## config.mk

```make
export PLATFORM = sky130hd
export DESIGN_NAME = smc_wait_ctrl
export DESIGN_NICKNAME = d
export VERILOG_FILES = /design/src/rtl/smc_pkg.sv /design/src/rtl/smc_wait_sampler.sv /design/src/rtl/smc_phase_fsm.sv /design/src/rtl/smc_bus_drive.sv /design/src/rtl/smc_wait_ctrl.sv
export SDC_FILE = /design/constraint.sdc
export NUM_CORES = 1
export LEC_CHECK = 0
export ABC_CLOCK_PERIOD_IN_PS = 3100
export BUFFER_PORTS_ARGS = -buffer_cell sky130_fd_sc_hd__buf_2
export CAP_MARGIN = 25
export CORE_UTILIZATION = 45
export DETAILED_ROUTE_END_ITERATION = 8
export GPL_ROUTABILITY_DRIVEN = 0
export MAX_ROUTING_LAYER = met4
export PLACE_DENSITY = 0.77
export SETUP_SLACK_MARGIN = 0.1
export SLEW_MARGIN = 5
export SYNTH_ARGS = -nofsm -noshare
export SYNTH_HDL_FRONTEND = slang
export SYNTH_HIERARCHICAL = 1
export SYNTH_SLANG_ARGS = --single-unit
```

## constraint.sdc

```tcl
create_clock -name clk -period 3.1 [get_ports clk]
set_input_delay 0.31 -clock clk [delete_from_list [all_inputs] [get_ports clk]]
set_output_delay 0.31 -clock clk [all_outputs]
set_load 0.01 [all_outputs]
```

## src/rtl/smc_pkg.sv

```systemverilog
package smc_pkg;

    typedef enum logic [1:0] {
        PH_IDLE = 2'd0,
        PH_WAIT = 2'd1,
        PH_TAIL = 2'd2,
        PH_DONE = 2'd3
    } smc_phase_e;

    // closing cycles after the stretch input is seen released
    localparam int unsigned TAIL_LEN = 3;
    // smallest count that still lets a stretch be recognised
    localparam int unsigned WS_MIN   = 2;

endpackage

```

## src/rtl/smc_wait_sampler.sv

```systemverilog
module smc_wait_sampler (
    input  logic clk,
    input  logic rst,
    input  logic mem_wait_n,
    output logic wait_hold
);

    // first recognition stage; the phase register is the second
    always_ff @(posedge clk) begin
        if (rst) begin
            wait_hold <= 1'b0;
        end else begin
            wait_hold <= ~mem_wait_n;
        end
    end

endmodule

```

## src/rtl/smc_phase_fsm.sv

```systemverilog
module smc_phase_fsm
    import smc_pkg::*;
#(
    parameter int unsigned WSW = 5
) (
    input  logic           clk,
    input  logic           rst,
    input  logic           start,
    input  logic [WSW-1:0] waits,
    input  logic           wait_hold,
    output smc_phase_e     phase,
    output logic           last_cycle
);

    localparam int unsigned TW = (TAIL_LEN > 1) ? $clog2(TAIL_LEN) : 1;
    localparam logic [TW-1:0]  TAIL_LAST = TW'(TAIL_LEN - 1);
    localparam logic [WSW-1:0] WS_FLOOR  = WSW'(WS_MIN);
    localparam logic [WSW-1:0] CNT_MAX   = '1;

    smc_phase_e     phase_nx;
    logic [WSW-1:0] cnt;
    logic [WSW-1:0] lim;
    logic [TW-1:0]  tail;
    logic           count_met;

    assign count_met  = (cnt >= lim);
    assign last_cycle = (phase == PH_TAIL) && (tail == TAIL_LAST);

    // next-phase decision
    always_comb begin
        phase_nx = phase;
        unique case (phase)
            PH_IDLE: phase_nx = start ? PH_WAIT : PH_IDLE;
            PH_WAIT: phase_nx = (count_met && !wait_hold) ? PH_TAIL : PH_WAIT;
            PH_TAIL: phase_nx = (tail == TAIL_LAST) ? PH_DONE : PH_TAIL;
            PH_DONE: phase_nx = PH_IDLE;
            default: phase_nx = PH_IDLE;
        endcase
    end

    // phase register and its counters
    always_ff @(posedge clk) begin
        if (rst) begin
            phase <= PH_IDLE;
            cnt   <= '0;
            lim   <= WS_FLOOR;
            tail  <= '0;
        end else begin
            phase <= phase_nx;
            if (start) begin
                cnt <= WSW'(1);
                lim <= (waits < WS_FLOOR) ? WS_FLOOR : waits;
            end else if (phase == PH_WAIT && cnt != CNT_MAX) begin
                cnt <= cnt + WSW'(1);
            end
            if (phase == PH_TAIL) begin
                tail <= tail + TW'(1);
            end else begin
                tail <= '0;
            end
        end
    end

    // the wait phase never ends before the programmed count
    a_r4_count_reached: assert property (@(posedge clk) disable iff (rst)
        (phase == PH_TAIL && $past(phase) == PH_WAIT) |-> ($past(cnt) >= $past(lim)));

    // the wait phase never ends while a stretch is recognised
    a_r6_release_seen: assert property (@(posedge clk) disable iff (rst)
        (phase == PH_TAIL && $past(phase) == PH_WAIT) |-> !$past(wait_hold));

    // the active limit is never below the floor
    a_r5_limit_floor: assert property (@(posedge clk) disable iff (rst)
        (phase == PH_WAIT) |-> (lim >= WS_FLOOR));

    // completion only follows the closing phase
    a_r10_done_after_tail: assert property (@(posedge clk) disable iff (rst)
        (phase == PH_DONE) |-> ($past(phase) == PH_TAIL));

endmodule

```

## src/rtl/smc_bus_drive.sv

```systemverilog
module smc_bus_drive
    import smc_pkg::*;
#(
    parameter int unsigned AW = 16,
    parameter int unsigned DW = 16
) (
    input  logic          clk,
    input  logic          rst,
    input  logic          start,
    input  logic          req_write,
    input  logic [AW-1:0] req_addr,
    input  logic [DW-1:0] req_wdata,
    input  smc_phase_e    phase,
    input  logic          last_cycle,
    input  logic [DW-1:0] mem_din,
    output logic          req_ready,
    output logic          done,
    output logic [DW-1:0] rdata,
    output logic          mem_cs_n,
    output logic          mem_oe_n,
    output logic          mem_we_n,
    output logic [AW-1:0] mem_addr,
    output logic [DW-1:0] mem_dout,
    output logic          mem_dout_en
);

    logic          wr_q;
    logic [AW-1:0] addr_q;
    logic [DW-1:0] wdata_q;
    logic          active;

    // request fields held from acceptance to completion; read capture
    always_ff @(posedge clk) begin
        if (rst) begin
            wr_q    <= 1'b0;
            addr_q  <= '0;
            wdata_q <= '0;
            rdata   <= '0;
        end else begin
            if (start) begin
                wr_q    <= req_write;
                addr_q  <= req_addr;
                wdata_q <= req_wdata;
            end
            if (last_cycle && !wr_q) begin
                rdata <= mem_din;
            end
        end
    end

    // pin decode from the phase register
    always_comb begin
        active      = (phase == PH_WAIT) || (phase == PH_TAIL);
        mem_cs_n    = !active;
        mem_oe_n    = !(active && !wr_q);
        mem_we_n    = !(active && wr_q && !last_cycle);
        mem_dout_en = active && wr_q;
        mem_addr    = addr_q;
        mem_dout    = wdata_q;
        req_ready   = (phase == PH_IDLE);
        done        = (phase == PH_DONE);
    end

    // write strobe only inside chip select
    a_r9_we_inside_cs: assert property (@(posedge clk) disable iff (rst)
        !mem_we_n |-> !mem_cs_n);

    // read and write strobes never overlap
    a_r8_strobes_exclusive: assert property (@(posedge clk) disable iff (rst)
        !(!mem_oe_n && !mem_we_n));

    // completion pulse lasts one cycle
    a_r10_done_single: assert property (@(posedge clk) disable iff (rst)
        done |=> !done);

    // address steady across the window
    a_r11_addr_stable: assert property (@(posedge clk) disable iff (rst)
        (!mem_cs_n && $past(!mem_cs_n)) |-> $stable(mem_addr));

    // no acceptance while the window is open
    a_r12_busy_in_window: assert property (@(posedge clk) disable iff (rst)
        !mem_cs_n |-> !req_ready);

endmodule

```

## src/rtl/smc_wait_ctrl.sv

```systemverilog
module smc_wait_ctrl
    import smc_pkg::*;
#(
    parameter int unsigned AW  = 16,
    parameter int unsigned DW  = 16,
    parameter int unsigned WSW = 5
) (
    input  logic           clk,
    input  logic           rst,
    input  logic           req_valid,
    input  logic           req_write,
    input  logic [AW-1:0]  req_addr,
    input  logic [DW-1:0]  req_wdata,
    input  logic [WSW-1:0] req_waits,
    output logic           req_ready,
    output logic           done,
    output logic [DW-1:0]  rdata,
    output logic           mem_cs_n,
    output logic           mem_oe_n,
    output logic           mem_we_n,
    output logic [AW-1:0]  mem_addr,
    output logic [DW-1:0]  mem_dout,
    output logic           mem_dout_en,
    input  logic [DW-1:0]  mem_din,
    input  logic           mem_wait_n
);

    smc_phase_e phase;
    logic       last_cycle;
    logic       wait_hold;
    logic       start;

    assign start = req_valid && (phase == PH_IDLE);

    smc_wait_sampler u_sampler (
        .clk        (clk),
        .rst        (rst),
        .mem_wait_n (mem_wait_n),
        .wait_hold  (wait_hold)
    );

    smc_phase_fsm #(.WSW(WSW)) u_fsm (
        .clk        (clk),
        .rst        (rst),
        .start      (start),
        .waits      (req_waits),
        .wait_hold  (wait_hold),
        .phase      (phase),
        .last_cycle (last_cycle)
    );

    smc_bus_drive #(.AW(AW), .DW(DW)) u_bus (
        .clk         (clk),
        .rst         (rst),
        .start       (start),
        .req_write   (req_write),
        .req_addr    (req_addr),
        .req_wdata   (req_wdata),
        .phase       (phase),
        .last_cycle  (last_cycle),
        .mem_din     (mem_din),
        .req_ready   (req_ready),
        .done        (done),
        .rdata       (rdata),
        .mem_cs_n    (mem_cs_n),
        .mem_oe_n    (mem_oe_n),
        .mem_we_n    (mem_we_n),
        .mem_addr    (mem_addr),
        .mem_dout    (mem_dout),
        .mem_dout_en (mem_dout_en)
    );

    // the window opens only from an accepted request
    a_r3_open_after_accept: assert property (@(posedge clk) disable iff (rst)
        $fell(mem_cs_n) |-> $past(req_valid && req_ready));

endmodule

```

==> impl_metrics.csv, run 1 <==
group,metric,value,unit
cells_and_area,stdcell_area,3480,um2
synthesis,ys_seq_area_share,47.0,%
power_and_ir_drop,powerDensity,557,nW/um2
synthesis,netlist_instances,266,
worst_hold_path,min-delay-start,"mem_wait_n",
global_routing,grt_pass1_wl,9130,um
die,ios,112,
power_and_ir_drop,leakagePower,1.69,nW
routing,totalWireLength,5830,um
critical_path,worst-endpoint-required,2.79,ns
die,core_area,5680,um2
placed_design,dpl-instance-area,3300,um2
synthesis,syn-cell-area,2730,um2
critical_path,crit_fanout,8,
routing,drtAntennaViolNets,0,
global_routing,grt_use_total,19.1,%
synthesis,synth_top_area_share,47.0,%
global_routing,antenna_found_initial,0,
critical_path,startpoint_type,"flip-flop",
routing,dr.pass1.iters,4,
sta,setup_ws,1.14,ns
synthesis,avgSynthCellArea,10.2,um2
routing,drcViolationCount,0,
global_routing,grt-ovfl-total,0,
critical_path,path_class,"flip-flop to output pin",
die,fp.dieW,79.8,um
synthesis,synth_top_cell_by_area,"dfxtp_1",
sta,clock_skew,0.00789,ns
clock_network,cts-root-buf,"clkbuf_8",
die,dieArea,6370,um2
critical_path,reg2reg_depth,4,
sta,worst_pin_slew,0.872,ns
outcome,outcome,"finished, final reports clean",
sta,slew_headroom,41.9,%
clock_network,cts_inserted_buffers,9,
sta,setup-violations-final,0,
flow_run,maxCapViolations,0,
placed_design,numPortBuffers,111,
placed_design,post-dp-hpwl,4100,um
synthesis,synth_area_leaders,"dfxtp_1, mux2i_1, nor2_1, nand4bb_1, ha_1",
synthesis,synth_async_sr_flop_share,0,%
sta,max_freq,0.510,GHz
synthesis,ys_ff_latch,64,
sta,finalHoldViolations,0,
clock_network,clock-sinks,64,
routing,wl_per_cell,13.0,um
cells_and_area,fin_nets,442,
worst_hold_path,hold_path.class,"primary input to flip-flop",
routing,via_per_inst,4.95,
synthesis,synth.most_common_cell,"dfxtp_1",
cells_and_area,final_core_util,61.2,%
worst_hold_path,hold_path_depth,2,
clock_network,cts.path.max_buffers,2,
synthesis,synth_edf_count,0,
clock_network,htreeDepth,3,
critical_path,slowest_delay,0.53,ns
die,initial_core_util,48.0,%
cells_and_area,drive_above_1_share,37.8,%
clock_network,clk_latency,0.32,ns
routing,drt-initial-drc-count,89,
global_routing,first_global_vias,1992,
clock_network,cts_tree,"yes",
global_routing,grt_max_degree,58,
cells_and_area,fin_cells,450,
critical_path,crit_chain,"inv_1, ha_1, and2_1, nand2b_1, buf_2",
clock_network,holdBufCountCts,0,
placed_design,numPlacedInstances,435,
synthesis,synth_ff_type,"dfxtp_1",
critical_path,crit_slowest_cell,"dfxtp_1",
clock_network,postCtsSetupRepairBufs,0,
worst_hold_path,whs_endpoint,"u_sampler/wait_hold$_SDFF_PP0_",
critical_path,endpoint_kind,"output pin",
cells_and_area,num_antenna_cells,0,
die,num_rows,27,
sta,finalSetupTns,0,ns
sta,maxSlewViolCount,0,
sta,period_share,63.2,%
power_and_ir_drop,worst_ir_drop_vdd,0.000245,V
placed_design,dpl_worst_slack,1.18,ns
die,die_h,79.8,um
critical_path,crit_arrival,1.65,ns
synthesis,synth_nets,334,
clock_network,clk_pin_slew,0.06,ns
cells_and_area,areaGrowthSynthToFinish,27.5,%
sta,period_needed,1.96,ns
synthesis,netlist-cell-type-count,35,
critical_path,regToRegSetupSlack,1.17,ns
clock_network,postCtsResizedCells,0,
synthesis,ys_warn_count,6,
sta,rsz0062_at_grt,"no",
routing,vias,2228,
critical_path,r2r_end,"u_bus/mem_addr[8]$_SDFFE_PP0P_",
synthesis,synth_common_cells,"dfxtp_1, nor2_1, mux2i_1",
-- kinds of logic (layout without fill, tap and decap cells) --
family          count (synthesis)  in the layout  synth area share, %
fa+ha+maj                      10             10                 4.59
mux                            39             39                 14.3
xor+xnor                        3              3                0.964
simple gates                   98             98                 21.7
buf+inv                        28            140                 5.09
flops                          64             64                 47.0
compound gates                 24             24                 6.38
-- cell usage in the layout (no fill, tap or decap), types with 6 or more instances in the layout --
cell type | Yosys | routed
inv_1 | 11 | 11
o21ai_2 | 10 | 10
clkbuf_8 | 0 | 11
nand4bb_1 | 16 | 16
mux2i_1 | 39 | 39
nor2_1 | 49 | 49
dfxtp_1 | 64 | 64
o21ai_1 | 6 | 6
buf_2 | 9 | 111
nand2b_1 | 19 | 19
ha_1 | 10 | 10
-- power breakdown --
part           total [W]  switching (W)  internal [W]  leakage [nW]
clock network   0.000615       0.000289      0.000327        0.0882
registers       0.000929      0.0000437      0.000885         0.523
logic           0.000392       0.000195      0.000196          1.08
total            0.00194       0.000528       0.00141          1.69
-- per-layer routing --
layer  wire length (um)  global-route usage, %
met5                  0                      -
met4                 34                   9.46
met3                402                   3.89
met2               2640                   30.2
met1               2750                   23.3
-- how the worst max path moves through the flow --
stage | from | to | slack [ns] | cells past startpoint
final | flip-flop | mem_we_n | 1.14 | 5
after global routing | flip-flop | mem_we_n | 1.02 | 3
after CTS | flip-flop | mem_we_n | 1.11 | 5
after detailed placement | flip-flop | u_bus/mem_addr[8]$_SDFFE_PP0P_ | 1.18 | 4
after global placement | flip-flop | u_bus/mem_dout[10]$_SDFFE_PP0P_ | 1.24 | 4
after floorplan | u_fsm/cnt[0]$_SDFFE_PP0P_ | u_fsm/cnt[3]$_SDFFE_PP0P_ | 1.52 | 7
-- flip-flops by register name, indices dropped and copies added, names as in the netlist, named ones only --
signal               flops
u_bus/mem_addr          16
u_bus/mem_dout          16
u_bus/rdata             16
u_bus/wr_q               1
u_fsm/cnt                5
u_fsm/lim                5
u_fsm/phase              1
u_fsm/tail               2
u_sampler/wait_hold      1
-- worst max-delay path, delay by kind of cell, from the launching register on --
family                   cells  cell delay [ns]
adder cells (fa/ha/maj)      1             0.31
buffers and inverters        2             0.22
flip-flops                   1             0.53
AND/OR/NAND/NOR              2             0.26
-- area by class of cell --
cell class | count | area, um2
clock buffers | 12 | 155
clock inverters | 3 | 17.5
fillers | 508 | 2200
inverters | 11 | 41.3
multi-input cells | 174 | 1310
flip-flops and latches | 64 | 1280
well taps | 72 | 90.1
repair buffers | 114 | 578
-- stage by stage --
step | hold slack, ns | total power, W
floorplan | 0.377 | 0.00122
global placement | 0.400 | 0.00133
detailed placement | 0.408 | 0.00134
CTS | 0.130 | 0.00196
global route | 0.142 | 0.00205
finish | 0.146 | 0.00194
No activity file was read; power rests on OpenSTA's default activity.
==> inputs of run 2 (changes only) <==
Settings changed: ABC_AREA set to 1, ABC_CLOCK_PERIOD_IN_PS 3100 to 1900, PLACE_DENSITY 0.77 to 0.78.
Clock period 3.1 ns to 1.9 ns, I/O delays scaled along.
==> impl_metrics.csv, run 2 <==
group,metric,value,unit
outcome,outcome,"finished, final reports clean",
sta,max_freq,0.592,GHz
global_routing,grt_pass1_wl,10300,um
synthesis,synth_top_cell_by_area,"dfxtp_1",
die,initial_core_util,47.3,%
critical_path,critPathBufInv,3,
routing,wl_met2,3050,um
die,num_rows,27,
placed_design,numPlacedInstances,534,
cells_and_area,fin_cells,550,
synthesis,synth_async_sr_flop_share,0,%
placed_design,dpl-instance-area,3260,um2
routing,wl_met3,392,um
clock_network,cts_tree,"yes",
cells_and_area,stdcell_area,3460,um2
synthesis,avgSynthCellArea,7.32,um2
synthesis,synth_common_cells,"nor2_1, dfxtp_1, inv_1",
sta,finalSetupTns,0,ns
routing,met1Wirelength,2790,um
sta,finalHoldViolations,0,
critical_path,crit_chain,"inv_1, ha_1, nand2_1, inv_1, nand2_1, buf_2",
routing,drt-initial-drc-count,95,
routing,totalWireLength,6320,um
cells_and_area,areaGrowthSynthToFinish,30.4,%
cells_and_area,final_core_util,61.6,%
sta,clock_skew,0.0100,ns
cells_and_area,fill_cells,544,
power_and_ir_drop,p_int,0.00236,W
clock_network,cts-root-buf,"clkbuf_8",
sta,setup-violations-final,0,
critical_path,worst-endpoint-required,1.71,ns
power_and_ir_drop,pwr-share-clk,35.8,%
global_routing,grt-ovfl-total,0,
sta,setup_ws,0.211,ns
power_and_ir_drop,worst_ir_drop_vdd,0.000540,V
routing,via_per_inst,4.78,
power_and_ir_drop,powerDensity,948,nW/um2
global_routing,grt_max_degree,34,
clock_network,clk_latency,0.33,ns
placed_design,dpl_worst_slack,0.364,ns
critical_path,crit_arrival,1.50,ns
critical_path,startpoint_type,"flip-flop",
clock_network,cts.path.max_buffers,2,
synthesis,ys_ff_latch,64,
synthesis,ys_seq_area_share,48.3,%
synthesis,ys_warn_count,6,
sta,period_needed,1.69,ns
placed_design,post-dp-hpwl,4470,um
synthesis,netlist-cell-type-count,22,
critical_path,slowest_delay,0.43,ns
routing,dr.pass1.iters,4,
clock_network,htreeDepth,3,
global_routing,first_global_vias,2530,
critical_path,crit_fanout,8,
cells_and_area,num_antenna_cells,0,
global_routing,antenna_found_initial,0,
worst_hold_path,hold_path.class,"primary input to flip-flop",
cells_and_area,fin_nets,541,
die,die_h,78.7,um
power_and_ir_drop,switchingPower,0.000914,W
routing,routed.top_layer,"met4",
sta,maxSlewViolCount,0,
routing,wl_per_cell,11.5,um
critical_path,path_class,"flip-flop to output pin",
power_and_ir_drop,leakagePower,1.83,nW
clock_network,clk_pin_slew,0.07,ns
flow_run,maxCapViolations,0,
placed_design,numPortBuffers,111,
sta,worst_pin_slew,0.459,ns
routing,vias,2627,
cells_and_area,drive_above_1_share,29.1,%
routing,drcViolationCount,0,
sta,period_share,88.9,%
critical_path,endpoint_kind,"output pin",
die,core_area,5610,um2
die,fp.dieW,78.7,um
synthesis,synth_nets,430,
cells_and_area,final_common_cell,"buf_2",
synthesis,synth_edf_count,0,
sta,slew_headroom,69.4,%
global_routing,grt_use_total,21.8,%
critical_path,critPathTopFamily,"flip-flops",
synthesis,synth_ff_type,"dfxtp_1",
die,ios,112,
clock_network,cts_inserted_buffers,9,
sta,rsz0062_at_grt,"no",
power_and_ir_drop,power.share.sequential,46.5,%
synthesis,synth_top_area_share,48.3,%
clock_network,clock-sinks,64,
synthesis,syn-cell-area,2650,um2
power_and_ir_drop,sw_frac_of_total,27.9,%
critical_path,crit_slowest_cell,"dfxtp_2",
clock_network,holdBufCountCts,0,
power_and_ir_drop,pwr-share-comb,17.7,%
die,dieArea,6200,um2
synthesis,synth_area_leaders,"dfxtp_1, nor2_1, o21ai_0, inv_1, nand2_1",
routing,drtAntennaViolNets,0,
synthesis,netlist_instances,362,
cells_and_area,most-common-layout-cells,"buf_2, nor2_1, dfxtp_1",
synthesis,synth.most_common_cell,"nor2_1",
run 2: cell families after synthesis:
logic type      after synthesis  share of synthesized area [%]
fa+ha+maj                    10                           4.72
compound gates               45                           8.69
simple gates                179                           28.0
flops                        64                           48.3
buf+inv                      64                           10.3
run 2: timing repair:
action,CTS,global route
setup buffers,0,0
endpoints found under the hold margin,0,0
setup endpoints to repair,1,0
gates resized for setup,1,0
run 2: per-layer routing:
metal	GRT usage, %	vias up
li1	-	1345
met1	23.4	1183
met2	37.6	90
met3	4.60	9
met4	12.0	0
met5	-	-
run 2: metrics by stage:
stage	power, W	hold slack, ns
2_1_floorplan	0.00189	0.257
3_3_place_gp	0.00211	0.369
3_5_place_dp	0.00213	0.364
4_1_cts	0.00331	0.00615
5_1_grt	0.00344	0.0139
6_report	0.00328	0.0177
run 2: layout make-up:
type                    instances  area, um2  share of cell area (%)
well taps                      72       90.1                    2.61
clock inverters                 3       40.0                    1.16
clock buffers                  13        159                    4.60
inverters                      49        185                    5.36
multi-input cells             234       1100                    31.9
flip-flops and latches         64       1280                    37.1
repair buffers                115        598                    17.3
run 2: worst paths after layout:
path / start / endpoint / slack (ns) / depth (start not counted)
setup / recovery: u_fsm/phase[0]$_SDFF_PP0_ / mem_we_n / 0.21 / 6
hold / removal: mem_wait_n / u_sampler/wait_hold$_SDFF_PP0_ / 0.02 / 2
setup reg to reg: u_fsm/cnt[0]$_SDFFE_PP0P_ / u_fsm/cnt[2]$_SDFFE_PP0P_ / 0.34 / 8
hold reg to reg: u_fsm/tail[0]$_SDFF_PP0_ / u_fsm/tail[0]$_SDFF_PP0_ / 0.41 / 1
run 2: power by group through the flow:
| stage | sequential, W | clock (W) | combinational, W |
|---|---|---|---|
| floorplan | 0.00159 | 0 | 0.000304 |
| global placement | 0.00155 | 0 | 0.000566 |
| detailed placement | 0.00155 | 0 | 0.000581 |
| CTS | 0.00153 | 0.00120 | 0.000583 |
| global route | 0.00154 | 0.00125 | 0.000651 |
| finish | 0.00152 | 0.00117 | 0.000579 |
run 2: worst reg2reg max path, stage by stage (launching register included):
cell and delay [ns]:
dfxtp_1 0.38, ha_1 0.19, inv_1 0.06, nor3_1 0.14, ha_1 0.17, nand3b_4 0.17, clkinv_2 0.09, a21oi_1 0.18
nor3_2 0.05
